===== src/rtl/irq_accept_pkg.sv =====
package irq_accept_pkg;
    localparam int BYTE_W = 8;
    localparam int ADDR_W = 2 * BYTE_W;
    localparam int COST_W = 5;

    typedef enum logic [2:0] {
        ST_IDLE, ST_OPLO, ST_OPHI, ST_PUSHH, ST_PUSHL, ST_TBLLO, ST_TBLHI, ST_DONE
    } step_e;

    typedef enum logic [2:0] {
        K_NMI, K_RST, K_CALL, K_M1, K_M2
    } kind_e;

    // T-state cost of each acknowledge flavour
    function automatic logic [COST_W-1:0] cost_of(kind_e k);
        case (k)
            K_NMI:          return COST_W'(11);
            K_RST, K_M1:    return COST_W'(13);
            default:        return COST_W'(19);
        endcase
    endfunction
endpackage


===== src/rtl/irq_nmi_latch.sv =====
module irq_nmi_latch (
    input  logic clk,
    input  logic rst_n,
    input  logic nmi,
    input  logic take,
    output logic pending
);
    typedef struct packed {
        logic prev;
        logic pend;
    } edge_t;

    edge_t d, q;

    always_comb begin
        d      = q;
        d.prev = nmi;
        // a new edge in the cycle of a take survives as a fresh request
        d.pend = (q.pend & ~take) | (nmi & ~q.prev);
    end

    always_ff @(posedge clk or negedge rst_n) begin
        if (!rst_n) q <= '0;
        else        q <= d;
    end

    assign pending = q.pend;

    AST_NMI_EDGE_SETS: assert property (@(posedge clk) disable iff (!rst_n)
        (nmi && !q.prev) |=> pending);
endmodule


===== src/rtl/irq_m0_decode.sv =====
module irq_m0_decode
    import irq_accept_pkg::*;
(
    input  logic [BYTE_W-1:0] opcode,
    output logic              is_rst,
    output logic              is_call,
    output logic [ADDR_W-1:0] rst_tgt
);
    localparam logic [BYTE_W-1:0] CALL_OP = 8'hCD;

    always_comb begin
        is_rst       = (opcode[7:6] == 2'b11) && (opcode[2:0] == 3'b111);
        is_call      = (opcode == CALL_OP);
        rst_tgt      = '0;
        rst_tgt[5:3] = opcode[5:3];
    end
endmodule


===== src/rtl/irq_accept_seq.sv =====
module irq_accept_seq
    import irq_accept_pkg::*;
#(
    parameter logic [15:0] NMI_VEC = 16'h0066,
    parameter logic [15:0] M1_VEC  = 16'h0038
) (
    input  logic              clk,
    input  logic              rst_n,
    input  logic              at_boundary,
    input  logic              nmi,
    input  logic              int_req,
    input  logic [7:0]        bus_byte,
    input  logic [7:0]        i_reg,
    input  logic [15:0]       pc_in,
    input  logic [15:0]       sp_in,
    input  logic [7:0]        r_in,
    input  logic              halted,
    input  logic              ei,
    input  logic              di,
    input  logic              im_load,
    input  logic [1:0]        im_sel,
    input  logic [7:0]        mem_rdata,
    output logic              busy,
    output logic              bus_ack,
    output logic              mem_wr,
    output logic              mem_rd,
    output logic [15:0]       mem_addr,
    output logic [7:0]        mem_wdata,
    output logic              pc_valid,
    output logic [15:0]       pc_out,
    output logic [15:0]       sp_out,
    output logic [7:0]        r_out,
    output logic [4:0]        tstates,
    output logic              vec_err,
    output logic              iff1,
    output logic              iff2
);
    typedef struct packed {
        step_e             step;
        kind_e             kind;
        logic [ADDR_W-1:0] tgt;
        logic [ADDR_W-1:0] tbl;
        logic [ADDR_W-1:0] sp;
        logic [ADDR_W-1:0] ret;
        logic [BYTE_W-1:0] r;
        logic              iff1;
        logic              iff2;
        logic [1:0]        im;
        logic              err;
    } seq_t;

    seq_t d, q;
    logic nmi_pend, take_nmi, accept;
    logic is_rst, is_call;
    logic [ADDR_W-1:0] rst_tgt;

    irq_nmi_latch u_nmi (
        .clk(clk), .rst_n(rst_n), .nmi(nmi), .take(take_nmi), .pending(nmi_pend)
    );

    irq_m0_decode u_dec (
        .opcode(bus_byte), .is_rst(is_rst), .is_call(is_call), .rst_tgt(rst_tgt)
    );

    always_comb begin
        d        = q;
        d.err    = 1'b0;
        take_nmi = 1'b0;
        accept   = 1'b0;
        if (im_load) d.im = im_sel;
        unique case (q.step)
            ST_IDLE: begin
                if (at_boundary && nmi_pend) begin
                    take_nmi = 1'b1;
                    accept   = 1'b1;
                    d.kind   = K_NMI;
                    d.tgt    = NMI_VEC;
                    d.iff1   = 1'b0;
                    d.step   = ST_PUSHH;
                end else if (at_boundary && int_req && q.iff1) begin
                    if (q.im == 2'd0) begin
                        if (is_rst) begin
                            accept = 1'b1;
                            d.kind = K_RST;
                            d.tgt  = rst_tgt;
                            d.step = ST_PUSHH;
                        end else if (is_call) begin
                            accept = 1'b1;
                            d.kind = K_CALL;
                            d.step = ST_OPLO;
                        end else begin
                            d.err = 1'b1;
                        end
                    end else if (q.im == 2'd1) begin
                        accept = 1'b1;
                        d.kind = K_M1;
                        d.tgt  = M1_VEC;
                        d.step = ST_PUSHH;
                    end else begin
                        accept = 1'b1;
                        d.kind = K_M2;
                        d.tbl  = {i_reg, bus_byte};
                        d.step = ST_PUSHH;
                    end
                    if (accept) begin
                        d.iff1 = 1'b0;
                        d.iff2 = 1'b0;
                    end
                end else if (ei) begin
                    d.iff1 = 1'b1;
                    d.iff2 = 1'b1;
                end else if (di) begin
                    d.iff1 = 1'b0;
                    d.iff2 = 1'b0;
                end
                if (accept) begin
                    d.ret = pc_in + ADDR_W'(halted);
                    d.sp  = sp_in;
                    d.r   = {r_in[BYTE_W-1], r_in[BYTE_W-2:0] + 1'b1};
                end
            end
            ST_OPLO: begin
                d.tgt[BYTE_W-1:0] = bus_byte;
                d.step            = ST_OPHI;
            end
            ST_OPHI: begin
                d.tgt[ADDR_W-1:BYTE_W] = bus_byte;
                d.step                 = ST_PUSHH;
            end
            ST_PUSHH: d.step = ST_PUSHL;
            ST_PUSHL: d.step = (q.kind == K_M2) ? ST_TBLLO : ST_DONE;
            ST_TBLLO: begin
                d.tgt[BYTE_W-1:0] = mem_rdata;
                d.step            = ST_TBLHI;
            end
            ST_TBLHI: begin
                d.tgt[ADDR_W-1:BYTE_W] = mem_rdata;
                d.step                 = ST_DONE;
            end
            ST_DONE:  d.step = ST_IDLE;
            default:  d.step = ST_IDLE;
        endcase
    end

    always_ff @(posedge clk or negedge rst_n) begin
        if (!rst_n) begin
            q      <= '0;
            q.step <= ST_IDLE;
            q.kind <= K_NMI;
        end else begin
            q <= d;
        end
    end

    always_comb begin
        busy      = (q.step != ST_IDLE);
        bus_ack   = (q.step == ST_OPLO) || (q.step == ST_OPHI);
        mem_wr    = (q.step == ST_PUSHH) || (q.step == ST_PUSHL);
        mem_rd    = (q.step == ST_TBLLO) || (q.step == ST_TBLHI);
        mem_wdata = (q.step == ST_PUSHH) ? q.ret[ADDR_W-1:BYTE_W] : q.ret[BYTE_W-1:0];
        unique case (q.step)
            ST_PUSHH: mem_addr = q.sp - ADDR_W'(1);
            ST_PUSHL: mem_addr = q.sp - ADDR_W'(2);
            ST_TBLHI: mem_addr = q.tbl + ADDR_W'(1);
            default:  mem_addr = q.tbl;
        endcase
        pc_valid = (q.step == ST_DONE);
        pc_out   = q.tgt;
        sp_out   = q.sp - ADDR_W'(2);
        r_out    = q.r;
        tstates  = cost_of(q.kind);
        vec_err  = q.err;
        iff1     = q.iff1;
        iff2     = q.iff2;
    end

    AST_NMI_KEEPS_IFF2: assert property (@(posedge clk) disable iff (!rst_n)
        (q.step == ST_IDLE && at_boundary && nmi_pend) |=> (!iff1 && iff2 == $past(iff2)));
    AST_INT_NEEDS_IFF1: assert property (@(posedge clk) disable iff (!rst_n)
        ($rose(busy) && q.kind != K_NMI) |-> ($past(iff1) && !iff1 && !iff2));
    AST_PUSH_ORDER: assert property (@(posedge clk) disable iff (!rst_n)
        (mem_wr && mem_addr == q.sp - ADDR_W'(1)) |=> (mem_wr && mem_addr == $past(mem_addr) - ADDR_W'(1)));
    AST_TBL_STEP: assert property (@(posedge clk) disable iff (!rst_n)
        (mem_rd && mem_addr == q.tbl) |=> (mem_rd && mem_addr == $past(mem_addr) + ADDR_W'(1)));
    AST_DONE_RELEASES: assert property (@(posedge clk) disable iff (!rst_n)
        pc_valid |=> !busy);
    AST_ERR_IDLE: assert property (@(posedge clk) disable iff (!rst_n)
        vec_err |-> (!busy && $stable(iff1) && $stable(iff2)));
    AST_COST_LEGAL: assert property (@(posedge clk) disable iff (!rst_n)
        pc_valid |-> (tstates == 5'd11 || tstates == 5'd13 || tstates == 5'd19));
endmodule


===== config.mk =====
export PLATFORM = sky130hd
export DESIGN_NAME = irq_accept_seq
export DESIGN_NICKNAME = d
export VERILOG_FILES = /design/src/rtl/irq_accept_pkg.sv /design/src/rtl/irq_nmi_latch.sv /design/src/rtl/irq_m0_decode.sv /design/src/rtl/irq_accept_seq.sv
export SDC_FILE = /design/constraint.sdc
export NUM_CORES = 1
export LEC_CHECK = 0
export ABC_AREA = 0
export BUFFER_PORTS_ARGS = -buffer_cell sky130_fd_sc_hd__buf_2
export CORE_MARGIN = 2
export CORE_UTILIZATION = 50
export CTS_BUF_LIST = sky130_fd_sc_hd__clkbuf_4 sky130_fd_sc_hd__clkbuf_8
export DETAILED_ROUTE_END_ITERATION = 8
export GPL_TIMING_DRIVEN = 1
export PLACE_DENSITY_LB_ADDON = 0.15
export SYNTH_ARGS = -nofsm -noshare
export SYNTH_HDL_FRONTEND = slang
export SYNTH_SLANG_ARGS = --single-unit

===== constraint.sdc =====
create_clock -name clk -period 2.6 [get_ports clk]
set_clock_uncertainty 0.1 [all_clocks]
set_input_delay 0.13 -clock clk [delete_from_list [all_inputs] [get_ports clk]]
set_output_delay 0.13 -clock clk [all_outputs]
set_load 0.02 [all_outputs]

==> results.md <==
- Along the worst hold path, the cell count comes to 2.
- The initial antenna violation count is 0.
- The worst path setup slack after routing is -86.23 ps.
- The pin slew with the least headroom to its limit is 590.5 ps.
- The post-synthesis net count is 679.
- The critical register-to-register path endpoint is q[34]$_DFFE_PN0P_.
- Input and output buffers added on the ports amount to 150.
- After the last flow step, the layout net total stands at 899.
- STA classifies the critical path endpoint as a primary output.
- The average detailed-routed wire length per instance is ~17 um.
- The total core area is 10,420 um2.
- The worst path uses 103.3% of the clock period.
- Wire segments on met3 add up to between 700 and 800 um in the final route.
- The cell at the root of the clock tree is sky130_fd_sc_hd__clkbuf_8.
- In this run the remaining antenna-violating nets after routing total 0.
- The floorplan step defined a die boundary enclosing approximately 12,000 um2.
- The number of warning messages in the yosys log is 0.
- The TritonCTS buffer count is 9.
- Setup repair after global routing could not meet its margin everywhere.
- TritonCTS built the clock tree.
- sky130_fd_sc_hd__dfrtp_1 is the most common cell in the netlist.
- Summed over all failing endpoints, the final setup total negative slack is -197.4 ps.
- In this run the worst hold path is classified as primary input to flip-flop.
- Dividing total power by cell area gives a power density of ~1100 nW/um2.
- The logic depth of the worst register-to-register path is 6.
- The top cell type's share of synthesized area is about 39%.
- The clock transition at the registers of the reported paths is 90 ps.
- sky130_fd_sc_hd__dfrtp_1 takes more of the synthesized area than any other cell.
- The relative area change from synthesis to final layout is 39.07%.
- For the worst setup path, the data arrival time is 2460 ps.
- The fraction of final layout cells sized beyond drive strength 1 is 35.52%.
- The DRC violations left is 0.
- Counting flops and latches in the post-synthesis netlist gives 85.
- The final antenna diode count is 0.
- STA puts the critical path data required time at ~2400 ps.
- For this block, wires on met1 add up to 7.001 mm.
- After synthesis the cells add up to 5399 um2.
- The startpoint identified for the worst register-to-register timing path is q[80]$_DFFE_PN0P_.
- The path with the worst hold slack has its endpoint at q[46]$_DFFE_PN0P_.
- The number of detailed-routing iterations run before antenna repair is 5.
- The aggregate global-route resource usage is 27.44%.
- A synthesized cell averages 9.043 um2.
- The detailed router used layers up to and including met4.
- In this run the register-to-register setup slack is 520 ps.
- The final hold violation count is 0.
- The per-cell via count in the routed design is ~5.5.
- By count the netlist is led by sky130_fd_sc_hd__dfrtp_1, sky130_fd_sc_hd__nand2_1, sky130_fd_sc_hd__a21oi_1, sky130_fd_sc_hd__nor2_1, sky130_fd_sc_hd__mux2_2.
- STA classifies the critical path startpoint as a flip-flop.
- Measured along the x axis, the die boundary spans 107.9 um.
- The deepest clock path buffer count is 2.
- Setup violations remaining at the end of the flow were counted as 3.
- At the later pin of the worst-skew pair, clock insertion delay measures 370 ps.
- The H-tree was split into 3 levels.
- The checks that failed: setup timing.
- The critical hold path startpoint is bus_byte[1].
- The worst setup path is of the flip-flop to primary output kind.
- The largest net degree at the start of global routing is 86.
- The total length of routed wires is 15.85 mm.
- The count of vias placed by the detailed router is 5,294.
- The highest ir drop seen on vdd is a little under 0.7 mV.
- For this design the static power due to leakage is 3.491 nW.
- The minimum clock period after layout is 2686 ps.
- The number of primary I/O pins is approximately 150.
- Detailed routing placed a total of 7.813 mm of wire on met2.
- The sum of overflow across all layers after global routing is 0.
- Headroom to the max-slew limit came out at between 60 and 70%.
- The weighted congestion reported at the end of routability-driven placement is 0.8527.
- The sequential cell area fraction in the yosys report is 39.40%.
- The max-cap check violation count is 0.
- Final hold analysis gives a worst-case slack of 18.70 ps.
- The number of placement rows is 37.
- The sum of net half-perimeters after detailed placement is around 11 mm.
- The wire length of the first global-routing pass is 25.07 mm.
- Timing would allow up to ~370 MHz.
- The cell count after synthesis came out at 597.
- After filler insertion, the fill cell instance count of the layout stands at 801.
- The height of the die is 107.9 um.
- For this configuration, the core starts out at a cell density of 51.83%.
- The violation count after the first detailed-route iteration is 288.
- Sorting the synthesized cells by area gives the leading types as sky130_fd_sc_hd__dfrtp_1, sky130_fd_sc_hd__mux2_2, sky130_fd_sc_hd__a21oi_1.
- The total clock sinks is 85.
- The maximum fanout along the worst path is 7.
- For this run, asynchronously set or reset flops after synthesis account for 100.0%.
- The flow ran to the end, but the final reports show violations.
- The number of global-route vias before repair is 5,134.
- The prevailing post-synth register cell is sky130_fd_sc_hd__dfrtp_1.
- The distinct cell type count after synthesis is 62.
- The number of enable flip-flop cells after synthesis is 0.
- The count of pins over their slew limit came to 0.
[cell families (layout without fill, tap and decap cells)]
group	Yosys count	in the layout	share of synthesized area [%]
AOI/OAI and AO/OA	145	145	17.17
adders and majority gates	7	7	1.622
and+or+nand+nor	201	201	18.79
DFF	85	85	39.40
buffers and inverters	75	300	7.439
muxes	48	48	9.826
other	1	1	0.06946
xor gates and xnor gates	35	35	5.678
[worst max-delay path, cell delays in order, from the launching register on]
cell and delay (ps):
sky130_fd_sc_hd__dfrtp_2 500, sky130_fd_sc_hd__or4_1 610, sky130_fd_sc_hd__nor4b_4 300, sky130_fd_sc_hd__a21oi_1 110, sky130_fd_sc_hd__a311o_1 300, sky130_fd_sc_hd__o311ai_2 80
sky130_fd_sc_hd__buf_4 190
[through the flow]
stage	cell area (um2)	utilization [%]	std cells	setup WS [ps]	power, mW
6_report	7508	72.08	958	-86.23	8.336
4_1_cts	7315	70.22	952	-81.63	8.070
2_1_floorplan	5399	-	597	76.81	5.468
3_5_place_dp	6266	60.16	860	65.77	6.794
5_1_grt	7508	72.08	958	-218.9	8.886
3_3_place_gp	6266	60.16	860	96.40	6.730
[worst max path at each step]
| stage | from | cells past startpoint | endpoint |
|---|---|---|---|
| after floorplan | q[30]$_DFFE_PN0P_ | 8 | mem_addr[13] |
| after global placement | q[31]$_DFFE_PN0P_ | 8 | mem_addr[13] |
| after detailed placement | q[31]$_DFFE_PN0P_ | 8 | mem_addr[13] |
| after CTS | q[30]$_DFFE_PN0P_ | 8 | mem_addr[13] |
| after global routing | q[30]$_DFFE_PN0P_ | 8 | mem_addr[13] |
| final | q[38]$_DFFE_PN0P_ | 6 | mem_addr[13] |
[layout make-up]
cell class | instances | area, um2 | share of cell area, %
Multi-Input combinational cell | 437 | 3055 | 40.69
Sequential cell | 85 | 2131 | 28.38
Timing Repair Buffer | 263 | 1841 | 24.51
Tap cell | 136 | 170.2 | 2.266
Clock buffer | 10 | 137.6 | 1.833
Clock inverter | 6 | 95.09 | 1.266
Inverter | 21 | 78.83 | 1.050
[layout by cell type, fill, tap and decap left out, types with 6 or more instances in the layout]
master / synthesis / final
sky130_fd_sc_hd__xor2_1: 17 / 17
sky130_fd_sc_hd__a21o_1: 8 / 8
sky130_fd_sc_hd__mux2i_1: 8 / 8
sky130_fd_sc_hd__buf_4: 26 / 42
sky130_fd_sc_hd__a21oi_1: 47 / 45
sky130_fd_sc_hd__and3_1: 9 / 9
sky130_fd_sc_hd__buf_6: 2 / 7
sky130_fd_sc_hd__nor3b_1: 6 / 6
sky130_fd_sc_hd__dlygate4sd3_1: 0 / 69
sky130_fd_sc_hd__nand3_1: 30 / 27
sky130_fd_sc_hd__mux2_2: 40 / 40
sky130_fd_sc_hd__clkbuf_8: 0 / 10
sky130_fd_sc_hd__nor3_1: 7 / 6
sky130_fd_sc_hd__buf_2: 6 / 143
sky130_fd_sc_hd__nand2_1: 61 / 59
sky130_fd_sc_hd__xnor2_1: 18 / 18
sky130_fd_sc_hd__a22o_1: 7 / 7
sky130_fd_sc_hd__inv_1: 21 / 19
sky130_fd_sc_hd__dfrtp_1: 85 / 82
sky130_fd_sc_hd__o21ai_0: 33 / 33
sky130_fd_sc_hd__nor2_1: 46 / 42
[what timing repair did]
| action | 4_1_cts | 5_1_grt |
|---|---|---|
| buffers inserted | 7 | 8 |
| hold buffers | 69 | 0 |
| endpoints found under the setup margin | 9 | 16 |
| hold endpoints to repair | 152 | 0 |
| resized for setup | 17 | 39 |
| pin swaps | 10 | 10 |
[where the power goes]
group | switching [mW] | internal, mW | leakage (nW)
combinational | 2.92 | 2.01 | 2.33
sequential | 0.491 | 1.83 | 1.04
clock | 0.507 | 0.575 | 0.117
[routing by layer]
metal / vias up / GRT usage, %
li1: 2555 / -
met1: 2543 / 35.39
met2: 173 / 46.77
met3: 23 / 5.266
met4: 0 / 8.425
met5: - / 0
[state kept, by name, indices dropped and copies added, names as in the netlist]
signal,flops
u_nmi.pending,1
vec_err,1
q,56
iff1,1
pc_out,16
r_out,8
u_nmi.q,1
iff2,1
(Power assumes the default switching activity.)
